**src/rtl/mfs_pkg.sv**
```systemverilog
package mfs_pkg;

  localparam int          ADDR_W    = 24;
  localparam int          BYTE_W    = 8;
  localparam int          N_SLOTS   = 4;
  localparam int          IDX_W     = $clog2(N_SLOTS);
  localparam int          PC_W      = 16;
  localparam int          BANK_W    = ADDR_W - PC_W;
  localparam int          MODE_SLOT = N_SLOTS - 1;
  localparam logic [ADDR_W-1:0] SLOT_BASE = 24'hFFFFDC;

  typedef enum logic [1:0] {
    ST_WAIT  = 2'd0,
    ST_FETCH = 2'd1,
    ST_DONE  = 2'd2
  } seq_state_t;

  // Address of slot idx in the top-of-memory window
  function automatic logic [ADDR_W-1:0] slot_addr(input logic [IDX_W-1:0] idx);
    return SLOT_BASE + ADDR_W'(idx);
  endfunction

  // True when an address lies inside the four-byte window
  function automatic logic in_window(input logic [ADDR_W-1:0] a);
    return a[ADDR_W-1:IDX_W] == SLOT_BASE[ADDR_W-1:IDX_W];
  endfunction

  // Low byte first: slot 0 -> bits 7:0, slot 1 -> 15:8, slot 2 -> 23:16
  function automatic logic [ADDR_W-1:0] join_start(input logic [BYTE_W-1:0] b2,
                                                   input logic [BYTE_W-1:0] b1,
                                                   input logic [BYTE_W-1:0] b0);
    return {b2, b1, b0};
  endfunction

  function automatic logic [BANK_W-1:0] bank_part(input logic [ADDR_W-1:0] a);
    return a[ADDR_W-1:PC_W];
  endfunction

  function automatic logic [PC_W-1:0] pc_part(input logic [ADDR_W-1:0] a);
    return a[PC_W-1:0];
  endfunction

endpackage

```
**src/rtl/mfs_osc_wait.sv**
```systemverilog
module mfs_osc_wait #(
  parameter int WAIT_CYC = 4096
) (
  input  logic clk,
  input  logic rst_n,
  input  logic run,
  input  logic en,
  output logic done
);
  localparam int CNT_W = (WAIT_CYC < 1) ? 1 : $clog2(WAIT_CYC + 1);
  localparam logic [CNT_W-1:0] LOAD = CNT_W'(WAIT_CYC);

  logic [CNT_W-1:0] cnt;
  logic             at_zero;

  assign at_zero = (cnt == '0);
  assign done    = !en || at_zero;

  always_ff @(posedge clk or negedge rst_n) begin
    if (!rst_n)
      cnt <= LOAD;
    else if (run && en && !at_zero)
      cnt <= cnt - 1'b1;
  end

  // The counter only falls while the wait is running and never wraps
  AST_WAIT_NO_WRAP: assert property (@(posedge clk) disable iff (!rst_n)
    at_zero |=> at_zero);

endmodule

```
**src/rtl/mfs_bus_port.sv**
```systemverilog
module mfs_bus_port
  import mfs_pkg::*;
(
  input  logic              clk,
  input  logic              rst_n,
  input  logic              sel_int,
  input  logic              req,
  input  logic [ADDR_W-1:0] addr,
  output logic              ack,
  output logic [BYTE_W-1:0] rdata,
  output logic              rom_req,
  output logic [ADDR_W-1:0] rom_addr,
  input  logic              rom_ack,
  input  logic [BYTE_W-1:0] rom_rdata,
  output logic              ext_req,
  output logic [ADDR_W-1:0] ext_addr,
  input  logic              ext_ack,
  input  logic [BYTE_W-1:0] ext_rdata
);

  always_comb begin
    rom_req  = req && sel_int;
    ext_req  = req && !sel_int;
    rom_addr = rom_req ? addr : '0;
    ext_addr = ext_req ? addr : '0;
    ack      = sel_int ? (rom_req && rom_ack) : (ext_req && ext_ack);
    rdata    = sel_int ? rom_rdata : ext_rdata;
  end

  AST_ONE_PORT: assert property (@(posedge clk) disable iff (!rst_n)
    !(rom_req && ext_req));

  AST_ROM_HOLD: assert property (@(posedge clk) disable iff (!rst_n)
    (rom_req && !rom_ack) |=> (rom_req && $stable(rom_addr)));

  AST_EXT_HOLD: assert property (@(posedge clk) disable iff (!rst_n)
    (ext_req && !ext_ack) |=> (ext_req && $stable(ext_addr)));

  AST_IN_WINDOW: assert property (@(posedge clk) disable iff (!rst_n)
    (rom_req || ext_req) |-> in_window(rom_req ? rom_addr : ext_addr));

endmodule

```
**src/rtl/mfs_capture.sv**
```systemverilog
module mfs_capture
  import mfs_pkg::*;
(
  input  logic              clk,
  input  logic              rst_n,
  input  logic              cap_en,
  input  logic [IDX_W-1:0]  idx,
  input  logic [BYTE_W-1:0] din,
  output logic [BANK_W-1:0] bank,
  output logic [PC_W-1:0]   pc,
  output logic [BYTE_W-1:0] mode
);

  logic [BYTE_W-1:0] slot_q [N_SLOTS];
  logic [ADDR_W-1:0] start_addr;

  for (genvar i = 0; i < N_SLOTS; i++) begin : g_slot
    always_ff @(posedge clk or negedge rst_n) begin
      if (!rst_n)
        slot_q[i] <= '0;
      else if (cap_en && (idx == IDX_W'(i)))
        slot_q[i] <= din;
    end
  end

  assign start_addr = join_start(slot_q[2], slot_q[1], slot_q[0]);
  assign bank       = bank_part(start_addr);
  assign pc         = pc_part(start_addr);
  assign mode       = slot_q[MODE_SLOT];

endmodule

```
**src/rtl/mode_fetch_seq.sv**
```systemverilog
module mode_fetch_seq
  import mfs_pkg::*;
#(
  parameter int WAIT_CYC = 4096
) (
  input  logic        clk,
  input  logic        rst_n,
  input  logic        osc_wait_en,
  input  logic        int_vec_mode,
  output logic        rom_req,
  output logic [23:0] rom_addr,
  input  logic        rom_ack,
  input  logic [7:0]  rom_rdata,
  output logic        ext_req,
  output logic [23:0] ext_addr,
  input  logic        ext_ack,
  input  logic [7:0]  ext_rdata,
  output logic        busy,
  output logic        start_pulse,
  output logic [7:0]  bank_out,
  output logic [15:0] pc_out,
  output logic [7:0]  mode_out
);

  seq_state_t        state;
  logic [IDX_W-1:0]  idx;
  logic              sel_q;
  logic              start_q;

  // Named internal events
  logic              wait_done;
  logic              fetch_req;
  logic [ADDR_W-1:0] fetch_addr;
  logic              fetch_ack;
  logic [BYTE_W-1:0] fetch_data;
  logic              take_byte;
  logic              last_byte;

  assign fetch_req  = (state == ST_FETCH);
  assign fetch_addr = slot_addr(idx);
  assign take_byte  = fetch_req && fetch_ack;
  assign last_byte  = (idx == IDX_W'(N_SLOTS - 1));

  mfs_osc_wait #(.WAIT_CYC(WAIT_CYC)) u_wait (
    .clk   (clk),
    .rst_n (rst_n),
    .run   (state == ST_WAIT),
    .en    (osc_wait_en),
    .done  (wait_done)
  );

  always_ff @(posedge clk or negedge rst_n) begin
    if (!rst_n) begin
      state   <= ST_WAIT;
      idx     <= '0;
      sel_q   <= 1'b0;
      start_q <= 1'b0;
    end else begin
      start_q <= 1'b0;
      unique case (state)
        ST_WAIT: begin
          sel_q <= int_vec_mode;
          if (wait_done) state <= ST_FETCH;
        end
        ST_FETCH: begin
          if (take_byte) begin
            if (last_byte) begin
              state   <= ST_DONE;
              start_q <= 1'b1;
            end else begin
              idx <= idx + 1'b1;
            end
          end
        end
        default: state <= ST_DONE;
      endcase
    end
  end

  mfs_bus_port u_port (
    .clk       (clk),
    .rst_n     (rst_n),
    .sel_int   (sel_q),
    .req       (fetch_req),
    .addr      (fetch_addr),
    .ack       (fetch_ack),
    .rdata     (fetch_data),
    .rom_req   (rom_req),
    .rom_addr  (rom_addr),
    .rom_ack   (rom_ack),
    .rom_rdata (rom_rdata),
    .ext_req   (ext_req),
    .ext_addr  (ext_addr),
    .ext_ack   (ext_ack),
    .ext_rdata (ext_rdata)
  );

  mfs_capture u_cap (
    .clk    (clk),
    .rst_n  (rst_n),
    .cap_en (take_byte),
    .idx    (idx),
    .din    (fetch_data),
    .bank   (bank_out),
    .pc     (pc_out),
    .mode   (mode_out)
  );

  assign busy        = (state != ST_DONE);
  assign start_pulse = start_q;

  AST_NO_EARLY_REQ: assert property (@(posedge clk) disable iff (!rst_n)
    $rose(fetch_req) |-> $past(wait_done));

  AST_SLOT_ORDER: assert property (@(posedge clk) disable iff (!rst_n)
    (take_byte && !last_byte) |=> (fetch_req && fetch_addr == $past(fetch_addr) + 24'd1));

  AST_SRC_FROZEN: assert property (@(posedge clk) disable iff (!rst_n)
    (fetch_req && $past(fetch_req)) |-> $stable(sel_q));

  AST_START_ONE: assert property (@(posedge clk) disable iff (!rst_n)
    start_pulse |=> !start_pulse);

  AST_START_NOT_BUSY: assert property (@(posedge clk) disable iff (!rst_n)
    $fell(busy) |-> start_pulse);

  AST_DONE_QUIET: assert property (@(posedge clk) disable iff (!rst_n)
    !busy |-> !(rom_req || ext_req));

  AST_OUT_FROZEN: assert property (@(posedge clk) disable iff (!rst_n)
    (!busy && $past(!busy)) |-> $stable({bank_out, pc_out, mode_out}));

endmodule

```
**config.mk**
```make
export PLATFORM = sky130hd
export DESIGN_NAME = mode_fetch_seq
export DESIGN_NICKNAME = d
export VERILOG_FILES = /design/src/rtl/mfs_pkg.sv /design/src/rtl/mfs_osc_wait.sv /design/src/rtl/mfs_bus_port.sv /design/src/rtl/mfs_capture.sv /design/src/rtl/mode_fetch_seq.sv
export SDC_FILE = /design/constraint.sdc
export NUM_CORES = 1
export LEC_CHECK = 0
export BUFFER_PORTS_ARGS = -buffer_cell sky130_fd_sc_hd__buf_4
export CAP_MARGIN = 20
export CELL_PAD_IN_SITES_DETAIL_PLACEMENT = 0
export CELL_PAD_IN_SITES_GLOBAL_PLACEMENT = 1
export CORE_ASPECT_RATIO = 1.75
export CORE_MARGIN = 1.5
export CORE_UTILIZATION = 38
export CTS_BUF_LIST = sky130_fd_sc_hd__clkbuf_2
export DETAILED_ROUTE_END_ITERATION = 6
export GPL_TIMING_DRIVEN = 0
export PLACE_DENSITY_LB_ADDON = 0.08
export SLEW_MARGIN = 30
export SYNTH_ARGS = -nofsm -noshare
export SYNTH_HDL_FRONTEND = slang
export SYNTH_HIERARCHICAL = 1
export SYNTH_SLANG_ARGS = --single-unit
```
**constraint.sdc**
```tcl
create_clock -name clk -period 2.5 [get_ports clk]
set_input_delay 0.25 -clock clk [delete_from_list [all_inputs] [get_ports clk]]
set_output_delay 0.25 -clock clk [all_outputs]
set_load 0.01 [all_outputs]
```
==> results.ini <==
[outcome]
run_status = finished, final reports clean

[routing]
routedWlPerCell_um = 12.8
drt_iter0_markers = 49
drt_pre_antenna_iters = 6
drt-total-wl_mm = 5.87
antenna_violating_nets_post_route = 0
drc = 0
route.detailed.vias_per_inst = 4.49
vias = 2056

[floorplanning]
dieHeight_um = 114
fp.dieW_um = 66.2
design.core.area_sq_um = 6810
die_area_sq_um = 7520
placement_rows = 40
start_util = 0.390
io_pins = 106

[place]
portBuffers = 103
place.detailed.instances = 446
globalplace.congestion = 0.790
place.detailed.hpwl_mm = 4.49

[yosys]
synth.cell_area_sq_um = 2660
synth_flop_cell = dfrtp_1
synth_sequential_area_ratio = 0.481
postSynthRegisterBits = 51
yosysTopAreaCellShare = 0.471
synth_warnings = 6
post_synth_inst_count = 217
netlist-cell-type-count = 44
async_flop_share = 1.00
post_synth.cell_area_avg_sq_um = 12.2
leading_area_contributor_after_synthesis = dfrtp_1
ys_top_cells_by_area = dfrtp_1 (47%), mux2_2 (17%), and3_1 (4.5%), and2_2 (4.0%), and2_1 (2.8%)
synth-edff-count = 0

[worst_setup_path]
r2r_cells = 7
worstSetupEndpointType = flop
crit_arrival_ns = 2.72
worstReg2RegStart = state[1]$_DFFE_PN0P_
critical_path_required_ns = 2.89
critPathLaunchType = flop
crit_path_end = u_cap/pc[0]$_DFFE_PN0P_
cp-startpoint = state[1]$_DFFE_PN0P_
worst_r2r_endpoint = u_cap/pc[0]$_DFFE_PN0P_
critPathMaxFanout = 11
critPathKind = reg2reg
setup.reg_to_reg.worst_slack_ns = 0.17

[grt]
grt_max_degree = 52
vias_in_the_first_global_route = 1909
grt.overflow.total = 0
antenna_found_initial = 0
wire_length_of_the_first_global_routing_pass_mm = 9.45
globalRouteTotalUtil = 0.164

[pwr]
power.density_nw_per_um2 = 998
irDropWorstVdd_mv = 0.617
static-leakage-power_nw = 2.04

[timing]
final.period_utilization = 0.932
hold_fails_final_rpt = 0
setup-violations-final = 0
timing_max_transition_violations_final = 0
rsz0062_at_grt = no
tightestPinTransition_ns = 0.650
fmaxAchievable_ghz = 0.429
timing.clock.skew_ns = 0.0108
max_slew_margin = 0.567
setup_tns_ns = 0
finalCriticalPeriod_ns = 2.33

[flow_run]
maxCapViolCount = 0

[cts]
clk_root_buffer_cell = clkbuf_2
cts_tree = built
cts_sinks = 51
clk_latency_ns = 0.46
clock_transition_at_the_register_clock_pins_on_the_worst_setup_and_hold_paths_after_cts_ns = 0.26
ctsLongestPathBuffers = 2
cts.htree.levels = 2
cts-buffers-inserted = 5

[cells_and_area]
nets = 397
commonest_non_fill_non_tap_cell_in_the_layout = buf_4
antenna_cells_inserted = 0
multi_input_area_sq_um = 1470
mostFrequentLayoutCells = buf_4 (106), dfrtp_1 (50), conb_1 (44), mux2_2 (41), and3_1 (19)
area_delta_synth_final_pct = 42.4
ff_latch_area_sq_um = 1280
finalNonFillerCells = 458
post_route_cells_drive_above_1_share = 0.521
nFillCells = 658

[min_path]
worstHoldPathType = in2reg

[flip-flops by register name (all words and copies together) (netlist names)]
register	flops
idx	2
sel_q	1
start_pulse	1
state	2
u_cap/bank	8
u_cap/mode	8
u_cap/pc	16
u_wait/cnt	13
[Yosys cell counts (all sizes together) (3+ instances only)]
master and number:
inv 3, dfrtp 50, and2 26, nor2 6, mux2 42, clkbuf 4, nor3 7, buf 5
nand3b 3, and3 25, nand3 3, xor2 8, mux2i 3, or3 5
[critical path, stage by stage, from the launching register on]
cell and delay, ns:
dfrtp_1 0.48, and2b_2 0.33, clkbuf_2 0.22, nor2b_2 0.27, and2_2 0.24, nor3b_4 0.21
buf_4 0.18, mux2_2 0.33
[worst min-delay path by stage]
stage / start / end / cells after the start
global placement: rst_n / sel_q$_DFFE_PN0P_ / 1
detailed placement: rst_n / u_wait/cnt[0]$_DFFE_PN0P_ / 1
floorplan: rst_n / idx[0]$_DFFE_PN0P_ / 0
global route: osc_wait_en / u_wait/cnt[0]$_DFFE_PN0P_ / 3
CTS: osc_wait_en / state[0]$_DFFE_PN0P_ / 4
finish: osc_wait_en / state[0]$_DFFE_PN0P_ / 4
[report_power, final]
part	total (W)	internal, W	switching [W]
Clock	0.000348	0.0000716	0.000277
Sequential	0.00147	0.00118	0.000281
Combinational	0.00196	0.00108	0.000880
[final cells by class]
class / instances / area share
clock buffers: 5 / 0.00662
well taps: 84 / 0.0278
multi-input cells: 196 / 0.388
clock inverters: 3 / 0.00629
repair buffers: 107 / 0.214
inverters: 3 / 0.00298
plain buffers: 9 / 0.0166
flip-flops and latches: 51 / 0.338
[routing by layer]
metal / vias to the layer above / global-route usage / share of wire
met5: - / 0 / 0
met3: 7 / 0.0444 / 0.072
met4: 0 / 0.0612 / 0.017
met1: 949 / 0.188 / 0.38
met2: 68 / 0.285 / 0.53
li1: 1032 / - / -
[cells by family after synthesis]
kind of cell | Yosys count | share of synthesized area
mux | 45 | 0.191
simple gates | 88 | 0.236
flops | 51 | 0.481
compound gates | 8 | 0.0231
other cells | 2 | 0.00283
buf+inv | 12 | 0.0273
fa+ha+maj | 2 | 0.00942
xor+xnor | 9 | 0.0297
[through the flow]
| stage | hold WS, ns | worst slack [ns] | util | area [sq um] | total power, W |
|---|---|---|---|---|---|
| 2_1_floorplan | -0.0456 | 0.278 | - | 2810 | 0.00258 |
| 3_3_place_gp | 0.323 | -0.239 | 0.542 | 3690 | 0.00344 |
| 3_5_place_dp | 0.315 | -0.258 | 0.542 | 3690 | 0.00348 |
| 4_1_cts | 0.0697 | 0.00935 | 0.555 | 3780 | 0.00384 |
| 5_1_grt | 0.0839 | 0.0437 | 0.555 | 3780 | 0.00407 |
| 6_report | 0.0830 | 0.169 | 0.555 | 3780 | 0.00377 |
[what timing repair did]
| action | in CTS | in global routing |
|---|---|---|
| hold endpoints to repair | 51 | 0 |
| resized for setup | 1 | 3 |
| buffers inserted | 2 | 0 |
| endpoints found under the setup margin | 16 | 32 |
| hold buffers | 2 | 0 |
No activity file was read; power rests on OpenSTA's default activity.
